===== src/rtl/strap_pkg.sv =====
package strap_pkg;
  typedef enum logic [1:0] {ST_INIT, ST_MEAS, ST_LOAD, ST_DONE} strap_st_e;

  localparam int ADDR_BASE    = 88;
  localparam int ADDR_RSVD    = 9;
  localparam int VOUT_BASE_MV = 240;
  localparam int VOUT_STEP_MV = 10;
  localparam int VOUT_TOP_MV  = 3300;
endpackage


===== src/rtl/strap_quant.sv =====
module strap_quant #(
  parameter int N   = 8,
  parameter int W   = 10,
  localparam int BW = $clog2(N),
  localparam int CW = $clog2(N + 1)
) (
  input  logic [N*W-1:0] thr_i,
  input  logic [W-1:0]   code_i,
  output logic [BW-1:0]  bin_o
);
  localparam logic [CW-1:0] TOP = CW'(N - 1);

  logic [CW-1:0] cnt;

  always_comb begin
    cnt = '0;
    for (int i = 0; i < N; i++) begin
      if (code_i > thr_i[i*W +: W]) cnt = cnt + CW'(1);
    end
    bin_o = (cnt > TOP) ? BW'(TOP) : BW'(cnt);
  end
endmodule


===== src/rtl/strap_seq.sv =====
module strap_seq #(
  parameter int LSB_W       = 3,
  parameter int MSB_W       = 5,
  parameter int TIMEOUT_CYC = 1024,
  localparam int DEC_W      = LSB_W + MSB_W,
  localparam int TW         = $clog2(TIMEOUT_CYC + 1)
) (
  input  logic             clk_i,
  input  logic             rst_ni,
  input  logic             addr_en_i,
  input  logic             boot_en_i,
  input  logic             adc_valid_i,
  input  logic [LSB_W-1:0] res_bin_i,
  input  logic [MSB_W-1:0] volt_bin_i,
  output logic             adc_req_o,
  output logic             adc_pin_o,
  output logic             adc_short_hs_o,
  output logic [DEC_W-1:0] addr_dec_o,
  output logic [DEC_W-1:0] boot_dec_o,
  output logic             addr_en_o,
  output logic             boot_en_o,
  output logic             load_o,
  output logic             done_o,
  output logic             timeout_o
);
  import strap_pkg::*;

  localparam logic [TW-1:0] T_LAST = TW'(TIMEOUT_CYC - 1);

  strap_st_e        st_q;
  logic [1:0]       stp_q;   // bit1: pin, bit0: 0 = low-side step, 1 = voltage step
  logic [TW-1:0]    tcnt_q;
  logic             en_a_q, en_b_q, tmo_q;
  logic [LSB_W-1:0] a_lsb_q, b_lsb_q;
  logic [MSB_W-1:0] a_msb_q, b_msb_q;

  always_ff @(posedge clk_i or negedge rst_ni) begin
    if (!rst_ni) begin
      st_q    <= ST_INIT;
      stp_q   <= '0;
      tcnt_q  <= '0;
      en_a_q  <= 1'b0;
      en_b_q  <= 1'b0;
      tmo_q   <= 1'b0;
      a_lsb_q <= '0;
      b_lsb_q <= '0;
      a_msb_q <= '0;
      b_msb_q <= '0;
    end else begin
      unique case (st_q)
        ST_INIT: begin
          en_a_q <= addr_en_i;
          en_b_q <= boot_en_i;
          tcnt_q <= '0;
          if (addr_en_i) begin
            stp_q <= 2'd0;
            st_q  <= ST_MEAS;
          end else if (boot_en_i) begin
            stp_q <= 2'd2;
            st_q  <= ST_MEAS;
          end else begin
            st_q  <= ST_LOAD;
          end
        end
        ST_MEAS: begin
          if (adc_valid_i) begin
            tcnt_q <= '0;
            unique case (stp_q)
              2'd0: a_lsb_q <= res_bin_i;
              2'd1: a_msb_q <= volt_bin_i;
              2'd2: b_lsb_q <= res_bin_i;
              default: b_msb_q <= volt_bin_i;
            endcase
            if (stp_q == 2'd3 || (stp_q == 2'd1 && !en_b_q)) st_q <= ST_LOAD;
            else stp_q <= stp_q + 2'd1;
          end else if (tcnt_q == T_LAST) begin
            tmo_q <= 1'b1;
            st_q  <= ST_LOAD;
          end else begin
            tcnt_q <= tcnt_q + TW'(1);
          end
        end
        ST_LOAD: st_q <= ST_DONE;
        default: st_q <= ST_DONE;
      endcase
    end
  end

  assign adc_req_o      = (st_q == ST_MEAS);
  assign adc_pin_o      = stp_q[1];
  assign adc_short_hs_o = (st_q == ST_MEAS) && !stp_q[0];
  assign addr_dec_o     = {a_msb_q, a_lsb_q};
  assign boot_dec_o     = {b_msb_q, b_lsb_q};
  assign addr_en_o      = en_a_q;
  assign boot_en_o      = en_b_q;
  assign load_o         = (st_q == ST_LOAD);
  assign done_o         = (st_q == ST_DONE);
  assign timeout_o      = tmo_q;
endmodule


===== src/rtl/strap_map.sv =====
module strap_map #(
  parameter int LSB_W  = 3,
  parameter int MSB_W  = 5,
  parameter int VOUT_W = 12,
  localparam int DEC_W = LSB_W + MSB_W
) (
  input  logic [DEC_W-1:0]  addr_dec_i,
  input  logic [DEC_W-1:0]  boot_dec_i,
  output logic [6:0]        addr_o,
  output logic              reserved_o,
  output logic [VOUT_W-1:0] mv_o,
  output logic              invalid_o
);
  import strap_pkg::*;

  logic [MSB_W-1:0] a_grp;
  assign a_grp      = addr_dec_i[DEC_W-1:LSB_W];
  assign addr_o     = 7'(ADDR_BASE) + 7'(a_grp);
  assign reserved_o = (a_grp == MSB_W'(ADDR_RSVD));
  assign invalid_o  = (boot_dec_i == '0);

  always_comb begin
    if (&boot_dec_i) mv_o = VOUT_W'(VOUT_TOP_MV);
    else mv_o = VOUT_W'(VOUT_BASE_MV) + VOUT_W'(boot_dec_i) * VOUT_W'(VOUT_STEP_MV);
  end
endmodule


===== src/rtl/strap_detect.sv =====
module strap_detect #(
  parameter int ADC_W       = 10,
  parameter int N_RES       = 8,
  parameter int N_VOLT      = 32,
  parameter int VOUT_W      = 12,
  parameter int TIMEOUT_CYC = 1024,
  localparam int LSB_W      = $clog2(N_RES),
  localparam int MSB_W      = $clog2(N_VOLT),
  localparam int DEC_W      = LSB_W + MSB_W
) (
  input  logic                    clk_i,
  input  logic                    rst_ni,
  input  logic [1:0]              strap_ovr_i,
  input  logic [6:0]              nvm_addr_i,
  input  logic [VOUT_W-1:0]       nvm_vout_a_i,
  input  logic [VOUT_W-1:0]       nvm_vout_b_i,
  input  logic [N_RES*ADC_W-1:0]  res_thr_i,
  input  logic [N_VOLT*ADC_W-1:0] volt_thr_i,
  output logic                    adc_req_o,
  output logic                    adc_pin_o,
  output logic                    adc_short_hs_o,
  input  logic                    adc_valid_i,
  input  logic [ADC_W-1:0]        adc_code_i,
  output logic                    done_o,
  output logic [6:0]              slave_addr_o,
  output logic [VOUT_W-1:0]       vout_a_o,
  output logic [VOUT_W-1:0]       vout_b_o,
  output logic [DEC_W-1:0]        addr_decode_o,
  output logic [DEC_W-1:0]        boot_decode_o,
  output logic                    addr_reserved_o,
  output logic                    boot_invalid_o,
  output logic                    adc_timeout_o
);
  logic [LSB_W-1:0]  res_bin;
  logic [MSB_W-1:0]  volt_bin;
  logic              en_a, en_b, load, tmo;
  logic [6:0]        map_addr;
  logic              map_rsvd, map_inv;
  logic [VOUT_W-1:0] map_mv;
  logic              use_a, use_b;

  strap_quant #(.N(N_RES), .W(ADC_W)) u_res_q (
    .thr_i(res_thr_i), .code_i(adc_code_i), .bin_o(res_bin)
  );

  strap_quant #(.N(N_VOLT), .W(ADC_W)) u_volt_q (
    .thr_i(volt_thr_i), .code_i(adc_code_i), .bin_o(volt_bin)
  );

  strap_seq #(.LSB_W(LSB_W), .MSB_W(MSB_W), .TIMEOUT_CYC(TIMEOUT_CYC)) u_seq (
    .clk_i          (clk_i),
    .rst_ni         (rst_ni),
    .addr_en_i      (strap_ovr_i[1]),
    .boot_en_i      (strap_ovr_i[0]),
    .adc_valid_i    (adc_valid_i),
    .res_bin_i      (res_bin),
    .volt_bin_i     (volt_bin),
    .adc_req_o      (adc_req_o),
    .adc_pin_o      (adc_pin_o),
    .adc_short_hs_o (adc_short_hs_o),
    .addr_dec_o     (addr_decode_o),
    .boot_dec_o     (boot_decode_o),
    .addr_en_o      (en_a),
    .boot_en_o      (en_b),
    .load_o         (load),
    .done_o         (done_o),
    .timeout_o      (tmo)
  );

  strap_map #(.LSB_W(LSB_W), .MSB_W(MSB_W), .VOUT_W(VOUT_W)) u_map (
    .addr_dec_i (addr_decode_o),
    .boot_dec_i (boot_decode_o),
    .addr_o     (map_addr),
    .reserved_o (map_rsvd),
    .mv_o       (map_mv),
    .invalid_o  (map_inv)
  );

  assign use_a         = en_a && !tmo;
  assign use_b         = en_b && !tmo;
  assign adc_timeout_o = tmo;

  always_ff @(posedge clk_i or negedge rst_ni) begin
    if (!rst_ni) begin
      slave_addr_o    <= '0;
      vout_a_o        <= '0;
      vout_b_o        <= '0;
      addr_reserved_o <= 1'b0;
      boot_invalid_o  <= 1'b0;
    end else if (load) begin
      slave_addr_o    <= use_a ? map_addr : nvm_addr_i;
      addr_reserved_o <= use_a && map_rsvd;
      boot_invalid_o  <= use_b && map_inv;
      vout_a_o        <= (use_b && !map_inv) ? map_mv : nvm_vout_a_i;
      vout_b_o        <= nvm_vout_b_i;
    end
  end
endmodule


===== config.mk =====
export PLATFORM = sky130hd
export DESIGN_NAME = strap_detect
export DESIGN_NICKNAME = d
export VERILOG_FILES = /design/src/rtl/strap_pkg.sv /design/src/rtl/strap_quant.sv /design/src/rtl/strap_seq.sv /design/src/rtl/strap_map.sv /design/src/rtl/strap_detect.sv
export SDC_FILE = /design/constraint.sdc
export NUM_CORES = 1
export LEC_CHECK = 0
export ABC_AREA = 0
export CAP_MARGIN = 10
export CORE_AREA = 4 4 280 282
export CTS_CLUSTER_DIAMETER = 150
export CTS_CLUSTER_SIZE = 8
export DETAILED_ROUTE_END_ITERATION = 7
export DIE_AREA = 0 0 284 286
export DONT_BUFFER_PORTS = 1
export PLACE_DENSITY_LB_ADDON = 0.2
export SLEW_MARGIN = 20
export SYNTH_ARGS = -nofsm -noshare
export SYNTH_HDL_FRONTEND = slang
export SYNTH_SLANG_ARGS = --single-unit

===== constraint.sdc =====
create_clock -name clk_i -period 3.2 [get_ports clk_i]
set_clock_uncertainty 0.15 [all_clocks]
set_input_delay 0.64 -clock clk_i [delete_from_list [all_inputs] [get_ports clk_i]]
set_output_delay 0.64 -clock clk_i [all_outputs]
set_load 0.05 [all_outputs]

After elaboration in Yosys (flattened, before gate mapping)
Index checks and enable logic that the tools add are counted.
Word-level totals
  output and inout port bits: 54
  word-level logic and storage cells: 201
  bits in registers: 67
  input port bits: 446
Operators by class
  mux-type cells: 59
  reduce and logical (&&, ||, !) cells: 26
  equality and inequality tests: 14
  add/sub/neg operators: 42
  magnitude comparators: 42
  multipliers: 1
  bitwise gates (word level): 2
Operator list (number)
  $gt A10 B10 Y1: 40
  $mux W6: 31
  $add A6 B1 Y6 const B: 30
  $mux W4: 7
  $add A4 B1 Y4 const B: 6
  $mux W12: 2
  $mux W11: 2
  $pmux W11 S2: 1
  $mux W2: 9
  $reduce_and A3 Y1: 5
  $add A8 B12 Y12 const A: 1
  $add A11 B1 Y11 const B: 1
  $eq A11 B10 Y1 const B: 1
  $mul A8 B3 Y11 const B: 1
  $eq A2 B2 Y1 const B: 4
  $logic_not A8 Y1: 1
  $pmux W2 S2: 2
  $reduce_and A8 Y1: 1
  $add A7 B5 Y7 const A: 1
  $logic_and A1 B1 Y1: 7
  $mux W7: 1
  $gt A6 B5 Y1 const B: 1
  $ne A3 B3 Y1 const B: 2
  $eq A5 B4 Y1 const B: 1
  other kinds (19): 28

Logic depth before layout (Yosys ltp)
Gate-level depths: netlist (run 1).
  depth after elaboration: 66
  mapped depth: 116
  depth with buffers taken out: 116

Hierarchy
Synthesis (run 1) repeated with hierarchy kept, for this count alone.
Unflattened totals
  cell total of the unflattened synthesis: 2407
  area total of the unflattened synthesis: 18930.7 um2
Modules (own cells, without submodules)
  strap_quant (u_volt_q): seq. area each 0.0 um2, times used 1, cells each 1695, area an instance 12532.0 um2
  strap_quant (u_res_q): seq. area each 0.0 um2, times used 1, cells each 344, area an instance 2562.5 um2
  strap_seq: seq. area each 850.8 um2, times used 1, cells each 134, area an instance 1666.6 um2
  strap_detect: seq. area each 825.8 um2, times used 1, cells each 132, area an instance 1421.4 um2
  strap_map: seq. area each 0.0 um2, times used 1, cells each 102, area an instance 748.2 um2

Worst setup path before layout (run 1)
No wires, ideal clock.
  path kind: in2reg
  from: in adc_code_i[0]
  to: reg u_seq.b_msb_q[1]
  setup time: 134 ps
  path slack: -18064 ps
  arrival time: 20979 ps
  path buffers: 0
  cell stages on the path: 114
  required time: 2916 ps
  cell sequence: inv_1 ha_1 nor2b_1 o21ai_0 nand2b_1 a21oi_1 nor2b_1 o21ai_0 nand2b_1 a21oi_1 o21ai_0 o31a_1 ha_1 o21a_1 a211oi_4 inv_2 ha_1 nand2b_1 (+78 left out) nor2b_1 o2bb2ai_1 ha_1 mux2_2 ha_1 mux2_2 ha_1 mux2_2 ha_1 and3_1 xnor2_1 xnor2_1 a21oi_1 a2bb2oi_1 or4_4 o2111ai_2 xor2_4 a31oi_1
On the way
  cells in the longest elaborated chain, start to end: 66
  elaborated cells on any way between the ends: 97
  classes of those cells: 31 x add/sub; 33 x order compare; 33 x mux
Ends and longest elaborated chain
  start: declaration: line strap_detect.sv:23  | input logic [ADC_W-1:0] adc_code_i,
  $gt A10 B10 Y1: line strap_quant.sv:18  | if (code_i > thr_i[i*W +: W]) cnt = cnt + CW'(1);
  $mux W1: line strap_quant.sv:18
  $add A1 B1 Y2: line strap_quant.sv:18
  $mux W6: line strap_quant.sv:18
  $add A6 B1 Y6: line strap_quant.sv:18
  $mux W6: line strap_quant.sv:18
  $add A6 B1 Y6: line strap_quant.sv:18
  $mux W6: line strap_quant.sv:18
  (+50 left out)
  $add A6 B1 Y6: line strap_quant.sv:18
  $mux W6: line strap_quant.sv:18
  $add A6 B1 Y6: line strap_quant.sv:18
  $mux W6: line strap_quant.sv:18
  $add A6 B1 Y6: line strap_quant.sv:18
  $mux W6 (*): line strap_quant.sv:18
  $gt A6 B5 Y1: line strap_quant.sv:20  | bin_o = (cnt > TOP) ? BW'(TOP) : BW'(cnt);
  $mux W5 (*): line strap_quant.sv:20
  end signal: assignment: line strap_seq.sv:72  | default: b_msb_q <= volt_bin_i;
  end: declaration: line strap_seq.sv:35  | logic [MSB_W-1:0] a_msb_q, b_msb_q;
Mark *: on every way between the ends. The rest lies on a longest branch, timed or not.
A chain may end at the register's enable or synchronous reset.

Final worst setup path (run 1)
  from: in adc_code_i[1]
  to: reg u_seq.a_msb_q[1]
On the way
  cells in the longest elaborated chain, start to end: 66
  elaborated cells on any way between the ends: 97
  classes of those cells: 31 x add/sub; 33 x order compare; 33 x mux
Ends and longest elaborated chain
  $gt A10 B10 Y1: line strap_quant.sv:18
  $mux W1: line strap_quant.sv:18
  $add A1 B1 Y2: line strap_quant.sv:18
  $mux W6: line strap_quant.sv:18
  $add A6 B1 Y6: line strap_quant.sv:18
  $mux W6: line strap_quant.sv:18
  $add A6 B1 Y6: line strap_quant.sv:18
  $mux W6: line strap_quant.sv:18
  (+50 left out)
  $add A6 B1 Y6: line strap_quant.sv:18
  $mux W6: line strap_quant.sv:18
  $add A6 B1 Y6: line strap_quant.sv:18
  $mux W6: line strap_quant.sv:18
  $add A6 B1 Y6: line strap_quant.sv:18
  $mux W6 (*): line strap_quant.sv:18
  $gt A6 B5 Y1: line strap_quant.sv:20
  $mux W5 (*): line strap_quant.sv:20
  end signal: assignment: line strap_seq.sv:70  | 2'd1: a_msb_q <= volt_bin_i;
  end: declaration: line strap_seq.sv:35
Marked as above.

==> impl_results.md, run 1 <==
- Setup TNS: -173670 ps
- Crit path from: adc_code_i[1]
- DR vias/cell: approximately 5
- Area growth, synth to finish: 36.0%
- Non-Filler Cell Area, Final: around 0.026 mm²
- First-pass GRT wire length: 116000 µm
- Critical Path Max Stage Delay: roughly 530 ps
- Core ar.: roughly 0.076 mm²
- Die W: 284 µm
- Syn_nets: between 3000 and 4000
- Initial Utilization: 25.0%
- Asr flop ratio synth: 100%
- First-pass iteration count of the detailed router: 5
- Antenna violations before repair: 7
- Synth Warn #: 0
- Hold crit path type: in2async
- Placed inst area: between 0.02 and 0.025 mm²
- DRC: 0
- Die ar.: between 0.08 and 0.09 mm²
- Crit share post-route: 595%
- Root Driver: clkbuf_16
- 1st-iter DRT viols: roughly 740
- Startpoint types: input port
- Max Clock Freq: roughly 53 MHz
- Row count: around 100
- Netlist Area Pre-Place: ~0.019 mm²
- I/O Buffers: 0
- Placed wire-length estimate: 63000 µm
- Global route overflow: 0
- Clk Latency, worst-skew pair: approximately 340 ps
- CP max FO: 40
- WS Path Type: in2reg
- Cells after synthesis: 2493
- Worst setup margin: -15830 ps
- Slew Limit Fails: 0
- H-tree depth: 3
- Worst slew pin tran: between 900 and 1000 ps
- Post-DRT Antenna Nets: 0
- Number of flops mapped to enable cells by yosys: 0
- TritonCTS Buffers: 9
- Reg clk slew, reported paths: approximately 60 ps
- Die Y: ~290 µm
- Yosys reg bits: 67
- Post-layout min period: 19030 ps
- Status: finished with violations
- Routed vias: 20100
- Family with the most delay on the worst path: adder cells
- Setup-failing EPs final: 16
- Yosys cell types: 98
- Max-cap violations: 0
- RSZ-0062 raised after global routing: yes
- Final #Nets: just under 4000
- Final-report hold violation count: 0
- Crit-path slowest cell: or4_4
- Routed WL: about 77000 µm
- Number of global-route vias before repair: ~21000
- Pin count of the biggest net entering global routing: 68
- GRT Overall Usage: ~18%
- CP bufs+invs: 6
- Failing checks: negative setup slack
- Longest Clk Path Bufs: 2
- Slew Limit Headroom: a little over a third
- IO Pins: 500
- Routed WL per cell: roughly 19 µm
- Critical Path RT: between 3000 and 4000 ps
- Share of cells above drive strength 1: roughly a quarter
- Sink Count: 67
- Routability Congestion: roughly 0.90
- Post-synthesis sequential area ratio: under 10%
- TritonCTS clock tree: built
- R2r startpoint: u_seq.b_msb_q[1]
- Crit. End Element: flop
- Critical Path AT: ~19000 ps
- Ys flop type: dfrtp_1
- Most frequent CP cell: ha_4
- Post-Syn Area per Cell: between 7 and 8 µm²
## worst paths after layout
kind / end / slack, ps / cells after the start
setup / recovery: u_seq.a_msb_q[1] / -15830 / 114
hold / removal: vout_b_o[10] / 30 / 1
setup reg to reg: vout_a_o[10] / 410 / 11
hold reg to reg: u_seq.tcnt_q[9] / 360 / 1
max in group asynchronous: u_seq.b_msb_q[4] / 2590 / 1
min in group clk_i: u_seq.boot_en_o / 280 / 2
## placed cells by master (no fill, tap or decap), types with 9 or more instances in the layout
master	n
mux2i_1	18
or3_1	11
ha_1	434
o211ai_1	27
a211oi_1	30
a21oi_2	15
a21o_1	85
nor3_1	51
nand4_1	81
xnor2_1	86
xor2_1	38
mux2_2	18
o31ai_1	9
xnor3_1	9
nand2_2	10
nand2b_1	34
and2_1	11
and4_1	16
nor2_1	151
a21oi_1	116
o21ai_0	110
o21ai_1	11
a2111oi_0	16
a31oi_1	18
o21a_1	21
dfrtp_1	67
nand3_1	64
inv_1	434
nor2b_1	39
clkbuf_16	9
nor4_1	11
xnor2_2	11
buf_4	570
nor3b_1	9
and3_1	25
ha_4	24
nand2_1	154
## registers in the layout, indices dropped and copies added (netlist names)
name / cells
u_seq.boot_en_o: 1
u_seq.timeout_o: 1
u_seq.st_q: 2
u_seq.addr_en_o: 1
u_seq.b_lsb_q: 3
u_seq.a_msb_q: 5
addr_reserved_o: 1
u_seq.tcnt_q: 11
u_seq.b_msb_q: 5
u_seq.stp_q: 2
vout_a_o: 12
slave_addr_o: 7
boot_invalid_o: 1
vout_b_o: 12
u_seq.a_lsb_q: 3
## cells in the mapped netlist (17+ instances only)
cell,instances,share of area (%)
dfrtp_1,67,8.9
xor2_1,39,1.8
inv_1,440,8.7
mux2i_1,19,1.0
and3_1,26,0.86
clkbuf_1,17,0.34
mux2_2,26,1.5
a211oi_1,30,1.2
nand3_1,66,1.7
nand2b_1,36,1.2
a21oi_1,131,3.5
xnor2_1,91,4.2
o21ai_0,122,3.2
nor2b_1,42,1.4
nor2_1,160,3.2
a31oi_1,18,0.60
nor3_1,55,1.5
a21o_1,85,3.4
nand4_1,81,2.7
nand2_1,164,3.3
ha_1,458,30
o21a_1,21,0.83
o211ai_1,27,1.1
## layer usage
| metal | share of wire [%] | track usage, % |
|---|---|---|
| met1 | 43 | 21.6 |
| met2 | 50 | 33.2 |
| met3 | 4.1 | 2.80 |
| met4 | 2.5 | 4.77 |
| met5 | 0.022 | 0 |
## cells by family after synthesis
kind of cell	count (synthesis)	synth area share, %
AND/OR/NAND/NOR	725	19.5
adder cells (fa/ha/maj)	461	30.5
buffers and inverters	466	9.27
AO/OA/AOI/OAI	573	20.3
flip-flops	67	8.87
XOR/XNOR	156	8.94
multiplexers	45	2.55
## what timing repair did
action | CTS | global route
setup buffers | 49 | 32
hold buffers | 1 | 0
gates resized for setup | 30 | 77
endpoints found under the setup margin | 16 | 16
gates cloned | 2 | 0
endpoints found under the hold margin | 67 | 0
pin swaps | 39 | 71
## metrics by stage
stage	cells	utilization, %	setup WS [ps]	hold WS (ps)
3_3_place_gp	3948	31.9	-16420	196
2_1_floorplan	2493	-	-16780	194
3_5_place_dp	3948	31.9	-16720	196
6_report	4054	34.0	-15830	33.7
4_1_cts	4016	33.1	-16090	36.7
5_1_grt	4052	34.0	-16700	43.7
## final cells by class
class | count | area [µm²]
Fill cell | 8004 | 50000
Sequential cell | 67 | 1680
Timing Repair Buffer | 582 | 4500
Tap cell | 978 | 1220
Inverter | 442 | 1670
Multi-Input combinational cell | 1961 | 16300
Clock inverter | 7 | 81.3
Clock buffer | 9 | 225
Antenna cell | 8 | 20.0
Power of run 1 is left out: the tool's default activity adds up to more than one toggle a clock period on the data nets, which glitch-free logic cannot reach.
==> run 2: changes to the inputs <==
--- a/config.mk
+++ b/config.mk
@@ -5,13 +5,13 @@
 export SDC_FILE = /design/constraint.sdc
 export NUM_CORES = 1
 export LEC_CHECK = 0
-export ABC_AREA = 0
+export ABC_AREA = 1
 export CAP_MARGIN = 10
-export CORE_AREA = 4 4 280 282
+export CORE_AREA = 4 4 276 278
 export CTS_CLUSTER_DIAMETER = 150
 export CTS_CLUSTER_SIZE = 8
 export DETAILED_ROUTE_END_ITERATION = 7
-export DIE_AREA = 0 0 284 286
+export DIE_AREA = 0 0 280 282
 export DONT_BUFFER_PORTS = 1
 export PLACE_DENSITY_LB_ADDON = 0.2
 export SLEW_MARGIN = 20
==> impl_results.md, run 2 <==
- Status: finished with violations (unchanged)
- Failing checks: negative setup slack (unchanged)
- Most common cell after layout, fill and taps aside: inv_1 (was buf_4)
- Clk Latency, worst-skew pair: 340 ps (about the same)
- WS Path Type: in2reg (unchanged)
- Die ar.: 0.0790 mm² (was 0.0812 mm²)
- PwrDens: about 670 mW/mm²
- Largest regs: vout_a_o (12), vout_b_o (12), u_seq.tcnt_q (11) (unchanged)
- Hold crit path type: in2async (unchanged)
- Finished Layout Cells: 4246 (was 4054)
- Final-report hold violation count: 0 (unchanged)
- Routability Congestion: 0.842 (was 0.900)
- Routed vias: 18700 (was 20100)
- First-pass GRT wire length: 103000 µm (was 116000 µm)
- Crit share post-route: 455% (was 595%)
- Setup-failing EPs final: 16 (unchanged)
- TritonCTS Buffers: 9 (unchanged)
- TritonCTS clock tree: built (unchanged)
- Pin count of the biggest net entering global routing: 68 (unchanged)
- RSZ-0062 raised after global routing: yes (unchanged)
- Critical Path AT: 14630 ps (was 19090 ps)
- Setup TNS: -124900 ps (was -173670 ps)
- Cells after synthesis: 2852 (was 2493)
- Slew Limit Headroom: 31.6% (was 35.0%)
- IO Pins: 500 (unchanged)
- Crit. End Element: flop (unchanged)
- Critical Path RT: 3280 ps (was 3260 ps)
- CP max FO: 4 (was 40)
- Sink Count: 67 (unchanged)
- Ys flop type: dfrtp_1 (unchanged)
- Area growth, synth to finish: 29.1% (was 36.0%)
- 1st-iter DRT viols: 543 (was 742)
- Share of cells above drive strength 1: 22.1% (was 25.1%)
- Crit-path slowest cell: ha_1 (was or4_4)
- Number of global-route vias before repair: 18400 (was 20900)
- DRC: 0 (unchanged)
- Synth Warn #: 0 (unchanged)
- Initial Utilization: 24.7% (was 25.0%)
- Post-layout min period: 14550 ps (was 19030 ps)
- Number of flops mapped to enable cells by yosys: 0 (unchanged)
- Global route overflow: 0 (unchanged)
- CP bufs+invs: 11 (was 6)
- Worst Hold Slack: 29.8 ps (was 33.7 ps)
- Die W: 280 µm (was 284 µm)
- Yosys cell types: 53 (was 98)
- Worst R2R Setup Slack: 390 ps (was 410 ps)
- First-pass iteration count of the detailed router: 4 (was 5)
- Yosys reg bits: 67 (unchanged)
- Reg clk slew, reported paths: 60 ps (about the same)
- H-tree depth: 3 (unchanged)
- DR vias/cell: 4.41 (was 4.95)
- Die Y: 282 µm (was 286 µm)
- Post-DRT Antenna Nets: 0 (unchanged)
- Post-Syn Area per Cell: 6.41 µm² (was 7.58 µm²)
- Row count: 100 (was 101)
- I/O Buffers: 0 (unchanged)
- Syn_nets: 3757 (was 3398)
- Reg2Reg Depth: 13 (was 11)
- Routed WL: 67300 µm (was 76700 µm)
- Max-cap violations: 0 (unchanged)
- Worst slew pin tran: 1020 ps (was 975 ps)
- R2r startpoint: u_seq.b_msb_q[0] (was u_seq.b_msb_q[1])
- Critical Path Max Stage Delay: 290 ps (was 530 ps)
- Startpoint types: input port (unchanged)
- Routed WL per cell: 15.9 µm (was 18.9 µm)
- # placed instances: 4215 (was 3948)
- Post-synthesis sequential area ratio: 9.17% (was 8.87%)
- Core Util, Final: 31.9% (was 34.0%)
- Asr flop ratio synth: 100% (unchanged)
- Max Clock Freq: 68.7 MHz (was 52.5 MHz)
- Most frequent CP cell: ha_4 (unchanged)
- Slew Limit Fails: 0 (unchanged)
- Longest Clk Path Bufs: 2 (unchanged)
- GRT Overall Usage: 16.5% (was 18.0%)
- Leak: ~0.014 µW
- Netlist Area Pre-Place: 0.0183 mm² (was 0.0189 mm²)
- Worst setup margin: -11350 ps (was -15830 ps)
- Antenna violations before repair: 8 (was 7)
- Core ar.: 0.0739 mm² (was 0.0757 mm²)
- Worst IR drop on VDD: between 0.4 and 0.5 mV
- # fillers: 8258 (was 8004)
- Cell taking the most area after synthesis: ha_1 (unchanged)
- Synth area leaders: ha_1 31%, inv_1 14%, nand2_1 13% (was ha_1 30%, dfrtp_1 8.9%, inv_1 8.7%)
- Yosys top cell area share: 31.4% (was 30.3%)
- Final #Nets: 4174 (was 3968)
- Root Driver: clkbuf_16 (unchanged)
- Synth cell count leaders: 687 x inv_1, 615 x nand2_1, 458 x ha_1, 167 x nor2_1, 165 x nand3_1 (was 458 x ha_1, 440 x inv_1, 164 x nand2_1, 160 x nor2_1, 131 x a21oi_1)
- Placed wire-length estimate: 56400 µm (was 63000 µm)
- Crit Reg-Reg Endpoint: vout_a_o[9] (was vout_a_o[10])
- Top-count cell post-synth: inv_1 (was ha_1)
- Family with the most delay on the worst path: adder cells (unchanged)
- Most frequent cells in the layout: 678 x inv_1, 575 x nand2_1, 430 x ha_1 (was 570 x buf_4, 434 x inv_1, 434 x ha_1)
run 2: cell families (layout without fill, tap and decap cells):
kind of cell | count (synthesis) | count (layout) | synth area share (%)
XOR/XNOR | 21 | 21 | 1.01
multiplexers | 1 | 1 | 0.0548
adder cells (fa/ha/maj) | 459 | 459 | 31.5
AND/OR/NAND/NOR | 1254 | 1254 | 32.9
flip-flops | 67 | 67 | 9.17
AO/OA/AOI/OAI | 349 | 349 | 11.1
other | 0 | 3 | 0
buffers and inverters | 701 | 1123 | 14.4
run 2: report_power, final:
group,internal [µW],switching [µW],leakage (µW)
sequential,1150,1130,0.000833
clock,615,407,0.000151
combinational,5560,6990,0.0128
run 2: how the worst max path moves through the flow:
stage / startpoint / to / cells after the start
after floorplan: adc_code_i[0] / u_seq.b_msb_q[4] / 115
after global placement: volt_thr_i[1] / u_seq.a_msb_q[4] / 115
after detailed placement: volt_thr_i[1] / u_seq.a_msb_q[4] / 115
after CTS: adc_code_i[0] / u_seq.a_msb_q[4] / 116
after global routing: adc_code_i[0] / u_seq.a_msb_q[4] / 116
final: volt_thr_i[1] / u_seq.b_msb_q[4] / 115
run 2: layer usage:
layer  global-route usage, %  part of all wire [%]  wire, µm
met5                       0                 0.076        51
met4                    1.73                  0.79       534
met3                    3.36                   5.4      3620
met2                    30.5                    49     33000
met1                    20.4                    45     30200
run 2: layout make-up:
class                           count  area [µm²]  share of cell area (%)
Sequential cell                    67        1680                    7.11
Timing Repair Buffer              413        3150                    13.3
Multi-Input combinational cell   2084       14600                    62.0
Inverter                          694        2610                    11.1
Tap cell                          969        1210                    5.14
Clock buffer                        9         225                   0.955
Antenna cell                        3        7.51                  0.0318
Clock inverter                      7        82.6                   0.350
run 2: worst reg2reg max path, delay by kind of cell, from the launching register on:
family	cells	cell delay, ps
fa+ha+maj	3	850
buf+inv	3	180
compound gates	2	320
flops	1	440
xor+xnor	1	170
simple gates	4	550
run 2: timing repair:
item,in CTS,in global routing
pin swaps,16,72
endpoints found under the hold margin,67,0
setup buffers,4,8
resized for setup,8,83
hold buffers,1,0
endpoints found under the setup margin,16,16
run 2: through the flow:
step	power (µW)	area (µm²)	setup slack, ps
6_report	15900	23600	-11350
5_1_grt	17800	23600	-12160
4_1_cts	15200	23100	-11970
3_5_place_dp	14100	22700	-12570
3_3_place_gp	14000	22700	-12450
2_1_floorplan	10100	18500	-12030
(Power assumes the default switching activity.)
